--- src/rtl/tmr_pkg.sv ---
package tmr_pkg;
  localparam int BW = 8;
  localparam int CW = 2 * BW;
  typedef enum logic [1:0] {
    ACC_LATCH = 2'd0,
    ACC_LO    = 2'd1,
    ACC_HI    = 2'd2,
    ACC_WORD  = 2'd3
  } acc_e;
endpackage

--- src/rtl/tmr_ctl_decode.sv ---
module tmr_ctl_decode #(
  parameter int NCH = 3,
  parameter int AW  = 2
) (
  input  logic          wr_i,
  input  logic          rd_i,
  input  logic [AW-1:0] addr_i,
  input  logic [7:0]    wdata_i,
  output logic [NCH-1:0] ctl_we_o,
  output logic [NCH-1:0] lat_cnt_o,
  output logic [NCH-1:0] lat_stat_o,
  output logic [NCH-1:0] data_we_o,
  output logic [NCH-1:0] data_re_o
);
  localparam logic [AW-1:0] CTRL_ADDR = AW'(NCH);

  logic ctl_wr;
  assign ctl_wr = wr_i && (addr_i == CTRL_ADDR);

  always_comb begin
    ctl_we_o   = '0;
    lat_cnt_o  = '0;
    lat_stat_o = '0;
    data_we_o  = '0;
    data_re_o  = '0;
    for (int c = 0; c < NCH; c++) begin
      data_we_o[c] = wr_i && (addr_i == AW'(c));
      data_re_o[c] = rd_i && (addr_i == AW'(c));
      if (ctl_wr) begin
        if (wdata_i[7:6] == 2'd3) begin
          // read-back: bit c+1 selects, low bits 5/4 request latches
          if (wdata_i[c+1]) begin
            lat_cnt_o[c]  = !wdata_i[5];
            lat_stat_o[c] = !wdata_i[4];
          end
        end else if (wdata_i[7:6] == 2'(c)) begin
          if (wdata_i[5:4] == 2'd0) lat_cnt_o[c] = 1'b1;
          else                      ctl_we_o[c]  = 1'b1;
        end
      end
    end
  end
endmodule

--- src/rtl/tmr_chan_regs.sv ---
module tmr_chan_regs
  import tmr_pkg::*;
(
  input  logic          clk_i,
  input  logic          rst_ni,
  input  logic          ctl_we_i,
  input  logic          lat_cnt_i,
  input  logic          lat_stat_i,
  input  logic          data_we_i,
  input  logic          data_re_i,
  input  logic [BW-1:0] wdata_i,
  input  logic [CW-1:0] cnt_i,
  input  logic          out_i,
  input  logic          ld_ack_i,
  output logic [BW-1:0] rd_byte_o,
  output logic          ld_o,
  output logic [CW-1:0] ld_val_o,
  output logic [2:0]    mode_o,
  output logic          bcd_o
);
  acc_e          acc_q, cst_q;
  logic [2:0]    mode_q;
  logic          bcd_q, wr_hi_q, rd_hi_q, stat_v_q, null_q, ld_q;
  logic [BW-1:0] wlat_q, stat_q;
  logic [CW-1:0] clat_q, ldv_q;

  always_comb begin
    if (stat_v_q)                              rd_byte_o = stat_q;
    else if (cst_q == ACC_HI)                  rd_byte_o = clat_q[CW-1:BW];
    else if (cst_q != ACC_LATCH)               rd_byte_o = clat_q[BW-1:0];
    else if (acc_q == ACC_HI)                  rd_byte_o = cnt_i[CW-1:BW];
    else if (acc_q == ACC_WORD && rd_hi_q)     rd_byte_o = cnt_i[CW-1:BW];
    else                                       rd_byte_o = cnt_i[BW-1:0];
  end

  always_ff @(posedge clk_i or negedge rst_ni) begin
    if (!rst_ni) begin
      acc_q    <= ACC_LO;
      cst_q    <= ACC_LATCH;
      mode_q   <= '0;
      bcd_q    <= 1'b0;
      wr_hi_q  <= 1'b0;
      rd_hi_q  <= 1'b0;
      stat_v_q <= 1'b0;
      null_q   <= 1'b0;
      ld_q     <= 1'b0;
      wlat_q   <= '0;
      stat_q   <= '0;
      clat_q   <= '0;
      ldv_q    <= '0;
    end else begin
      ld_q <= 1'b0;
      if (ld_ack_i) null_q <= 1'b0;
      if (ctl_we_i) begin
        acc_q   <= acc_e'(wdata_i[5:4]);
        mode_q  <= wdata_i[3:1];
        bcd_q   <= wdata_i[0];
        wr_hi_q <= 1'b0;
        rd_hi_q <= 1'b0;
      end else begin
        if (data_we_i) begin
          unique case (acc_q)
            ACC_LO: begin
              ld_q <= 1'b1; null_q <= 1'b1; ldv_q <= {{BW{1'b0}}, wdata_i};
            end
            ACC_HI: begin
              ld_q <= 1'b1; null_q <= 1'b1; ldv_q <= {wdata_i, {BW{1'b0}}};
            end
            ACC_WORD: begin
              if (!wr_hi_q) begin
                wlat_q  <= wdata_i;
                wr_hi_q <= 1'b1;
              end else begin
                ld_q <= 1'b1; null_q <= 1'b1; ldv_q <= {wdata_i, wlat_q};
                wr_hi_q <= 1'b0;
              end
            end
            default: ;
          endcase
        end
        if (data_re_i) begin
          if (stat_v_q)                stat_v_q <= 1'b0;
          else if (cst_q == ACC_WORD)  cst_q <= ACC_HI;
          else if (cst_q != ACC_LATCH) cst_q <= ACC_LATCH;
          else if (acc_q == ACC_WORD)  rd_hi_q <= !rd_hi_q;
        end
      end
      if (lat_cnt_i && cst_q == ACC_LATCH) begin
        clat_q <= cnt_i;
        cst_q  <= acc_q;
      end
      if (lat_stat_i && !stat_v_q) begin
        stat_q   <= {out_i, null_q, acc_q, mode_q, bcd_q};
        stat_v_q <= 1'b1;
      end
    end
  end

  assign ld_o     = ld_q;
  assign ld_val_o = ldv_q;
  assign mode_o   = mode_q;
  assign bcd_o    = bcd_q;

  // first byte of a word write never loads
  a_r3_word_first_held: assert property (@(posedge clk_i) disable iff (!rst_ni)
    (data_we_i && !ctl_we_i && acc_q == ACC_WORD && !wr_hi_q) |=> !ld_o);
  // held count survives a second capture request
  a_r4_latch_hold: assert property (@(posedge clk_i) disable iff (!rst_ni)
    (lat_cnt_i && cst_q != ACC_LATCH && !data_re_i) |=> $stable(clat_q));
  // a load always leaves null-count set
  a_r9_null_on_load: assert property (@(posedge clk_i) disable iff (!rst_ni)
    ld_o |-> null_q);
  // programming word restarts both byte sequences
  a_r11_seq_restart: assert property (@(posedge clk_i) disable iff (!rst_ni)
    ctl_we_i |=> (!wr_hi_q && !rd_hi_q));
  // held status ignores a new status request
  a_r6_stat_hold: assert property (@(posedge clk_i) disable iff (!rst_ni)
    (lat_stat_i && stat_v_q && !data_re_i) |=> $stable(stat_q));
endmodule

--- src/rtl/tmr_ctl_frontend.sv ---
module tmr_ctl_frontend
  import tmr_pkg::*;
#(
  parameter int NCH = 3,
  localparam int AW = $clog2(NCH + 1)
) (
  input  logic              clk_i,
  input  logic              rst_ni,
  input  logic              wr_i,
  input  logic              rd_i,
  input  logic [AW-1:0]     addr_i,
  input  logic [BW-1:0]     wdata_i,
  output logic [BW-1:0]     rdata_o,
  output logic [NCH-1:0]    ld_o,
  output logic [NCH*CW-1:0] ld_val_o,
  output logic [NCH*3-1:0]  mode_o,
  output logic [NCH-1:0]    bcd_o,
  input  logic [NCH*CW-1:0] cnt_i,
  input  logic [NCH-1:0]    out_i,
  input  logic [NCH-1:0]    ld_ack_i
);
  logic [NCH-1:0] ctl_we, lat_cnt, lat_stat, data_we, data_re;
  logic [BW-1:0]  rd_byte [NCH];
  logic [BW-1:0]  rd_sel;
  logic [BW-1:0]  rdata_q;

  tmr_ctl_decode #(.NCH(NCH), .AW(AW)) i_decode (
    .wr_i       (wr_i),
    .rd_i       (rd_i),
    .addr_i     (addr_i),
    .wdata_i    (wdata_i),
    .ctl_we_o   (ctl_we),
    .lat_cnt_o  (lat_cnt),
    .lat_stat_o (lat_stat),
    .data_we_o  (data_we),
    .data_re_o  (data_re)
  );

  for (genvar c = 0; c < NCH; c++) begin : g_chan
    tmr_chan_regs i_chan (
      .clk_i      (clk_i),
      .rst_ni     (rst_ni),
      .ctl_we_i   (ctl_we[c]),
      .lat_cnt_i  (lat_cnt[c]),
      .lat_stat_i (lat_stat[c]),
      .data_we_i  (data_we[c]),
      .data_re_i  (data_re[c]),
      .wdata_i    (wdata_i),
      .cnt_i      (cnt_i[c*CW +: CW]),
      .out_i      (out_i[c]),
      .ld_ack_i   (ld_ack_i[c]),
      .rd_byte_o  (rd_byte[c]),
      .ld_o       (ld_o[c]),
      .ld_val_o   (ld_val_o[c*CW +: CW]),
      .mode_o     (mode_o[c*3 +: 3]),
      .bcd_o      (bcd_o[c])
    );
  end

  always_comb begin
    rd_sel = '0;
    for (int c = 0; c < NCH; c++)
      if (addr_i == AW'(c)) rd_sel = rd_byte[c];
  end

  always_ff @(posedge clk_i or negedge rst_ni) begin
    if (!rst_ni)   rdata_q <= '0;
    else if (rd_i) rdata_q <= rd_sel;
  end
  assign rdata_o = rdata_q;

  // only a data write can start a load, at most one channel per cycle
  a_r2_ld_source: assert property (@(posedge clk_i) disable iff (!rst_ni)
    (ld_o != '0) |-> ($past(wr_i) && $onehot0(ld_o)));
endmodule

--- config.mk ---
export PLATFORM = sky130hd
export DESIGN_NAME = tmr_ctl_frontend
export DESIGN_NICKNAME = d
export VERILOG_FILES = /design/src/rtl/tmr_pkg.sv /design/src/rtl/tmr_ctl_decode.sv /design/src/rtl/tmr_chan_regs.sv /design/src/rtl/tmr_ctl_frontend.sv
export SDC_FILE = /design/constraint.sdc
export NUM_CORES = 1
export LEC_CHECK = 0
export ABC_AREA = 0
export BUFFER_PORTS_ARGS = -buffer_cell sky130_fd_sc_hd__buf_2
export CORE_MARGIN = 2
export CORE_UTILIZATION = 25
export DETAILED_ROUTE_END_ITERATION = 8
export PLACE_DENSITY_LB_ADDON = 0.2
export SLEW_MARGIN = 20
export SYNTH_ARGS = -nofsm -noshare
export SYNTH_HDL_FRONTEND = slang
export SYNTH_SLANG_ARGS = --single-unit
--- constraint.sdc ---
create_clock -name clk_i -period 2.85 [get_ports clk_i]
set_clock_uncertainty 0.1 [all_clocks]
set_input_delay 0.4275 -clock clk_i [delete_from_list [all_inputs] [get_ports clk_i]]
set_output_delay 0.4275 -clock clk_i [all_outputs]
set_load 0.03 [all_outputs]
==> flow_summary.json, run 1 <==
{
  "timing.setup.tns_ps": 0,
  "dr.first_iter.drc_count": 406,
  "p_leak_nw": 4.99,
  "dieWidth_um": 192,
  "critPathRequiredTime_ps": 3080,
  "fmax_ghz": 0.376,
  "final_cell_mix": "dfrtp_1 (188), buf_2 (137), mux2_2 (112)",
  "first_pass_iters": 4,
  "min_period_ps": 2660,
  "synth_ff_type": "dfrtp_1",
  "fp.dieH_um": 192,
  "ctsRootBufferMaster": "clkbuf_16",
  "ys_top_cells_by_area": "dfrtp_1 (53%), mux2_2 (14%), o21ai_0 (4.8%)",
  "worst_slew_margin_rel_pct": 42.6,
  "synth-async-reset-ratio_pct": 100,
  "via_per_inst": 4.70,
  "clk_pin_slew_ps": 80,
  "critical_path_class": "register to register",
  "dp_hpwl_um": 19600,
  "htree_levels": 4,
  "rsz0062_at_grt": "no",
  "insertion_delay_ps": 440,
  "yosys.area_share.adder_pct": 1.28,
  "crit_fanout": 5,
  "gr-total-overflow": 0,
  "synth_compound_area_share_pct": 14.4,
  "synth_warnings": 0,
  "synth_seq_cells": 191,
  "core_mm2": 0.0346,
  "synth_top_area_share_pct": 53.4,
  "hold_viol_final": 0,
  "vias": 6549,
  "synth_xor_area_share_pct": 0.298,
  "netlist_instances": 787,
  "worstSetupEndpointType": "register",
  "syn_area_per_cell_um2": 11.2,
  "final-setup-viol-count": 0,
  "muxShareOfSynthArea_pct": 16.5,
  "post_cts_buffers": 0,
  "cts_sinks": 191,
  "ant_nets": 0,
  "drv_cap": 0,
  "holdWs_ps": 127,
  "grt.total_usage_pct": 15.5,
  "grt_pass1_vias": 6636,
  "worst_pin_slew_ps": 862,
  "dieArea_mm2": 0.0368,
  "cpMaxStageDelayCell": "dfstp_2",
  "synth_enable_flop_cells": 0,
  "gp_congestion": 0.765,
  "yosysSeqAreaShare_pct": 54.3,
  "fin_nets": 1002,
  "grt_pass1_wl_um": 42300,
  "cpPeakStageDelay_ps": 600,
  "status": "finished, final reports clean",
  "drv_slew": 0,
  "synth_cell_types": 53,
  "antenna_found_initial": 1,
  "synthSimpleGateAreaFrac_pct": 9.85,
  "rows": 68,
  "syn_nets": 864,
  "synth_area_mm2": 0.00881,
  "hold_class": "input pin to register",
  "fin_crit_sh_pct": 93.2,
  "synth_top_family_by_area": "multiplexers",
  "start_util_pct": 25.5,
  "cts_made_buffers": 17,
  "port_buffers": 138,
  "cts_tree": "done",
  "path_cells": "inv_1 -> ha_1 -> a21oi_2 -> mux2_2 -> a2111oi_0 -> o32ai_1 -> a22o_1",
  "wl_per_cell_um": 19.8,
  "drive_gt1_share_pct": 35.9,
  "area_growth_pct": 21.5,
  "layout_commonest_cell": "dfrtp_1",
  "ios": 139,
  "wirelength_um": 27600,
  "yosysTopAreaCell": "dfrtp_1",
  "cts_max_path_buffers": 2,
  "cellPowerDensity_mw_per_mm2": 860,
  "start_kind": "register",
  "grt_max_degree": 72,
  "ir_drop_v": 0.000426,
  "drc": 0,
  "crit_arrival_ps": 2890
}
[power by group]
part	leakage (nW)	total [mW]	switching, mW	internal (mW)
clock	0.271	2.33	1.18	1.15
combinational	2.27	2.90	1.82	1.08
sequential	2.45	3.98	0.492	3.49
[cells by family (layout without fill, tap and decap cells)]
logic type	after synthesis	in the layout
DFF	191	191
adders and majority gates	9	9
buffers and inverters	73	224
AOI/OAI and AO/OA	198	198
xor gates and xnor gates	3	3
other	0	1
muxes	131	131
and+or+nand+nor	182	182
[per-stage QoR]
step	setup slack (ps)	cell area (µm²)	std cells	utilization (%)	power, mW
2_1_floorplan	420	8810	787	-	5.89
3_3_place_gp	152	10100	1360	29.3	6.95
3_5_place_dp	186	10100	1360	29.3	6.98
4_1_cts	183	10700	1393	30.9	9.36
5_1_grt	87.5	10700	1393	30.9	9.79
6_report	193	10700	1394	30.9	9.21
[sequential cells by signal (all words and copies together) (netlist names), 6 cells and up]
name	cells
g_chan.i_chan.acc_q	6
g_chan.i_chan.cst_q	6
g_chan.i_chan.ld_val_o	48
g_chan.i_chan.wlat_q	24
rdata_o	8
g_chan.i_chan.stat_q	24
g_chan.i_chan.mode_o	9
g_chan.i_chan.clat_q	48
[synthesized netlist by cell type (11+ instances only)]
master    number
a21oi_1       16
a221oi_1      12
a22oi_1       31
a31oi_1       13
clkbuf_1      41
dfrtp_1      188
inv_1         18
mux2_2       112
mux2i_1       18
nand2_1      100
nand2b_1      11
nor2_1        24
o21ai_0       84
[metal layers]
layer / vias to the layer above / wire length [µm] / global-route usage [%]
li1: 3105 / - / -
met1: 3262 / 13000 / 21.7
met2: 163 / 12600 / 23.9
met3: 19 / 1550 / 3.38
met4: 0 / 391 / 4.47
met5: - / 0 / 0
[worst paths after layout]
path                                                          start                                       end  slack, ps  depth (start not counted)
setup / recovery              g_chan[0].i_chan.acc_q[0]$_DFFE_PN1P_                    rdata_o[7]$_DFFE_PN0P_        190                          7
hold / removal                                            cnt_i[39]    g_chan[2].i_chan.clat_q[7]$_DFFE_PN0P_        130                          2
setup reg to reg              g_chan[0].i_chan.acc_q[0]$_DFFE_PN1P_                    rdata_o[7]$_DFFE_PN0P_        190                          7
hold reg to reg            g_chan[2].i_chan.ld_val_o[8]$_DFFE_PN0P_  g_chan[2].i_chan.ld_val_o[8]$_DFFE_PN0P_        380                          2
max in group asynchronous                                    rst_ni     g_chan[1].i_chan.acc_q[0]$_DFFE_PN1P_       1410                          3
min in group asynchronous                                    rst_ni   g_chan[2].i_chan.clat_q[10]$_DFFE_PN0P_        480                          2
[critical path: cells and delay by family (launching register included)]
kind                       cells  cell delay [ps]
adders and majority gates      1              270
AOI/OAI and AO/OA              4             1140
DFF                            1              600
buffers and inverters          1               80
muxes                          1              360
[layout make-up]
class,instances,area (µm²)
repair buffers,173,990
multi-input cells,523,3740
clock buffers,17,425
flip-flops and latches,191,4780
diodes,1,2.50
clock inverters,15,125
fillers,3584,23900
well taps,455,569
inverters,19,71.3
[timing repair]
item / CTS / global route
endpoints found under the hold margin: 67 / 0
gates resized for setup: 0 / 0
hold buffers: 1 / 0
(Power assumes the default switching activity.)
==> run 2: changes to the inputs <==
==> constraint.sdc (replaced) <==
create_clock -name clk_i -period 2.85 [get_ports clk_i]
set_clock_uncertainty 0.1 [all_clocks]
set_input_delay 0.57 -clock clk_i [delete_from_list [all_inputs] [get_ports clk_i]]
set_output_delay 0.57 -clock clk_i [all_outputs]
set_load 0.03 [all_outputs]
==> run 2 against run 1 <==
Compared with the run above:
- setup slack improved by 65 ps
- routed wire length barely moved
- sequential power barely moved
- combinational power barely moved
- sequential share of layout area rose by 0.073 points
- die area did not move
- flip-flop and latch count did not move
- highest routed layer unchanged
==> flow_summary.json, run 2 (same netlist as run 1, synthesis figures left out) <==
{
  "pwr-share-seq_pct": 43.3,
  "min_period_ps": 2590,
  "final_cell_mix": "dfrtp_1 (188), buf_2 (137), mux2_2 (112)",
  "total_power_mw": 9.23,
  "grt_max_degree": 85,
  "final-setup-viol-count": 0,
  "fin_nets": 1000,
  "cts_max_path_buffers": 2,
  "ios": 139,
  "p_leak_nw": 4.98,
  "port_buffers": 138,
  "status": "finished, final reports clean",
  "pwr-share-clk_pct": 25.4,
  "start_util_pct": 25.5,
  "fin_crit_sh_pct": 91.0,
  "clk_pin_slew_ps": 70,
  "area_growth_pct": 21.3,
  "crit_arrival_ps": 2770,
  "drv_cap": 0,
  "cellPowerDensity_mw_per_mm2": 863,
  "preCtsSetupSlack_ps": 250,
  "cts_made_buffers": 17,
  "worstSetupEndpointType": "register",
  "fillerInstances": 3615,
  "core_mm2": 0.0346,
  "cts_sinks": 191,
  "grt_pass1_vias": 6641,
  "antenna_found_initial": 1,
  "cts_tree": "done",
  "grt_pass1_wl_um": 42600,
  "vias": 6520,
  "dr.first_iter.drc_count": 326,
  "layout_setup_ws_ps": 257,
  "fp.dieH_um": 192,
  "critical_path_class": "register to register",
  "rsz0062_at_grt": "no",
  "via_per_inst": 4.69,
  "timing.setup.tns_ps": 0,
  "htree_levels": 4,
  "postCtsResizedCells": 0,
  "postCtsHoldBufs": 1,
  "hold_viol_final": 0,
  "post_cts_buffers": 0,
  "holdPathStages": 2,
  "insertion_delay_ps": 440,
  "reg2regPathDepth": 6,
  "worst_pin_slew_ps": 890,
  "gp_congestion": 0.756,
  "start_kind": "register",
  "wirelength_um": 27600,
  "grt.total_usage_pct": 15.6,
  "fmax_ghz": 0.386,
  "sw_frac_of_total_pct": 37.2,
  "ctsRootBufferMaster": "clkbuf_16",
  "p_int_mw": 5.79,
  "hold_class": "input pin to register",
  "wl_per_cell_um": 19.8,
  "power_switching_mw": 3.44,
  "first_pass_iters": 4,
  "rows": 68,
  "gr-total-overflow": 0,
  "multi_input_area_mm2": 0.00373,
  "drc": 0,
  "dieArea_mm2": 0.0368,
  "placed_area_mm2": 0.0101,
  "dieWidth_um": 192,
  "design_area_mm2": 0.0107,
  "ff_latch_area_mm2": 0.00478,
  "dp_hpwl_um": 19700,
  "ant_nets": 0,
  "drv_slew": 0,
  "critPathRequiredTime_ps": 3020,
  "layout_commonest_cell": "dfrtp_1",
  "crit_fanout": 32,
  "drive_gt1_share_pct": 35.6,
  "p_comb_share_pct": 31.3,
  "worst_slew_margin_rel_pct": 40.7,
  "ir_drop_v": 0.000418
}
run 2: changes by cell type in the layout (fill, tap and decap cells not counted):
cell       delta
clkbuf_8      +1
clkinv_4      +2
clkbuf_1      +1
o21ai_2       +1
o21ai_4       -1
bufinv_16     +1
inv_8         -3
inv_6         -3
buf_4         -2
run 2: final timing paths:
check,start,end,slack (ps)
max,g_chan[1].i_chan.acc_q[0]$_DFFE_PN1P_,g_chan[1].i_chan.ld_val_o[14]$_DFFE_PN0P_,260
min in group asynchronous,rst_ni,g_chan[2].i_chan.clat_q[11]$_DFFE_PN0P_,480
min,cnt_i[43],g_chan[2].i_chan.clat_q[11]$_DFFE_PN0P_,270
max in group asynchronous,rst_ni,g_chan[1].i_chan.acc_q[0]$_DFFE_PN1P_,1390
min reg2reg,g_chan[0].i_chan.ld_val_o[12]$_DFFE_PN0P_,g_chan[0].i_chan.ld_val_o[12]$_DFFE_PN0P_,380
max reg2reg,g_chan[1].i_chan.acc_q[0]$_DFFE_PN1P_,g_chan[1].i_chan.ld_val_o[14]$_DFFE_PN0P_,260
run 2: layout make-up:
type | instances | share of cell area [%]
Antenna cell | 1 | 0.0234
Clock buffer | 19 | 4.14
Clock inverter | 12 | 1.05
Inverter | 19 | 0.667
Multi-Input combinational cell | 523 | 34.9
Sequential cell | 191 | 44.8
Tap cell | 455 | 5.33
Timing Repair Buffer | 171 | 9.12
run 2: power groups by stage:
stage | logic (mW) | clock network (mW) | registers, mW
floorplan | 1.32 | 0 | 4.57
global placement | 2.93 | 0 | 4.02
detailed placement | 2.95 | 0 | 4.03
CTS | 2.95 | 2.44 | 4.00
global route | 3.18 | 2.56 | 4.11
finish | 2.89 | 2.34 | 4.00
run 2: per-layer routing:
metal / share of wire, % / wire [µm] / GRT usage (%) / up-vias
met2: 46 / 12700 / 24.1 / 137
met1: 48 / 13300 / 22.2 / 3274
met5: 0 / 0 / 0 / -
met4: 0.77 / 212 / 3.20 / 0
met3: 4.8 / 1310 / 3.60 / 13
li1: - / - / - / 3096
run 2: per-stage QoR:
| step | util, % | hold WS, ps | cells |
|---|---|---|---|
| floorplan | - | 174 | 787 |
| global placement | 29.2 | 359 | 1358 |
| detailed placement | 29.2 | 365 | 1358 |
| CTS | 30.9 | 250 | 1390 |
| global route | 30.9 | 251 | 1390 |
| finish | 30.9 | 275 | 1391 |
run 2: critical path, stage by stage (launching register included):
cell and delay (ps):
dfstp_2 550, inv_1 80, ha_1 220, or4b_2 680, a21o_1 500, nand2_1 180
o21ai_0 100
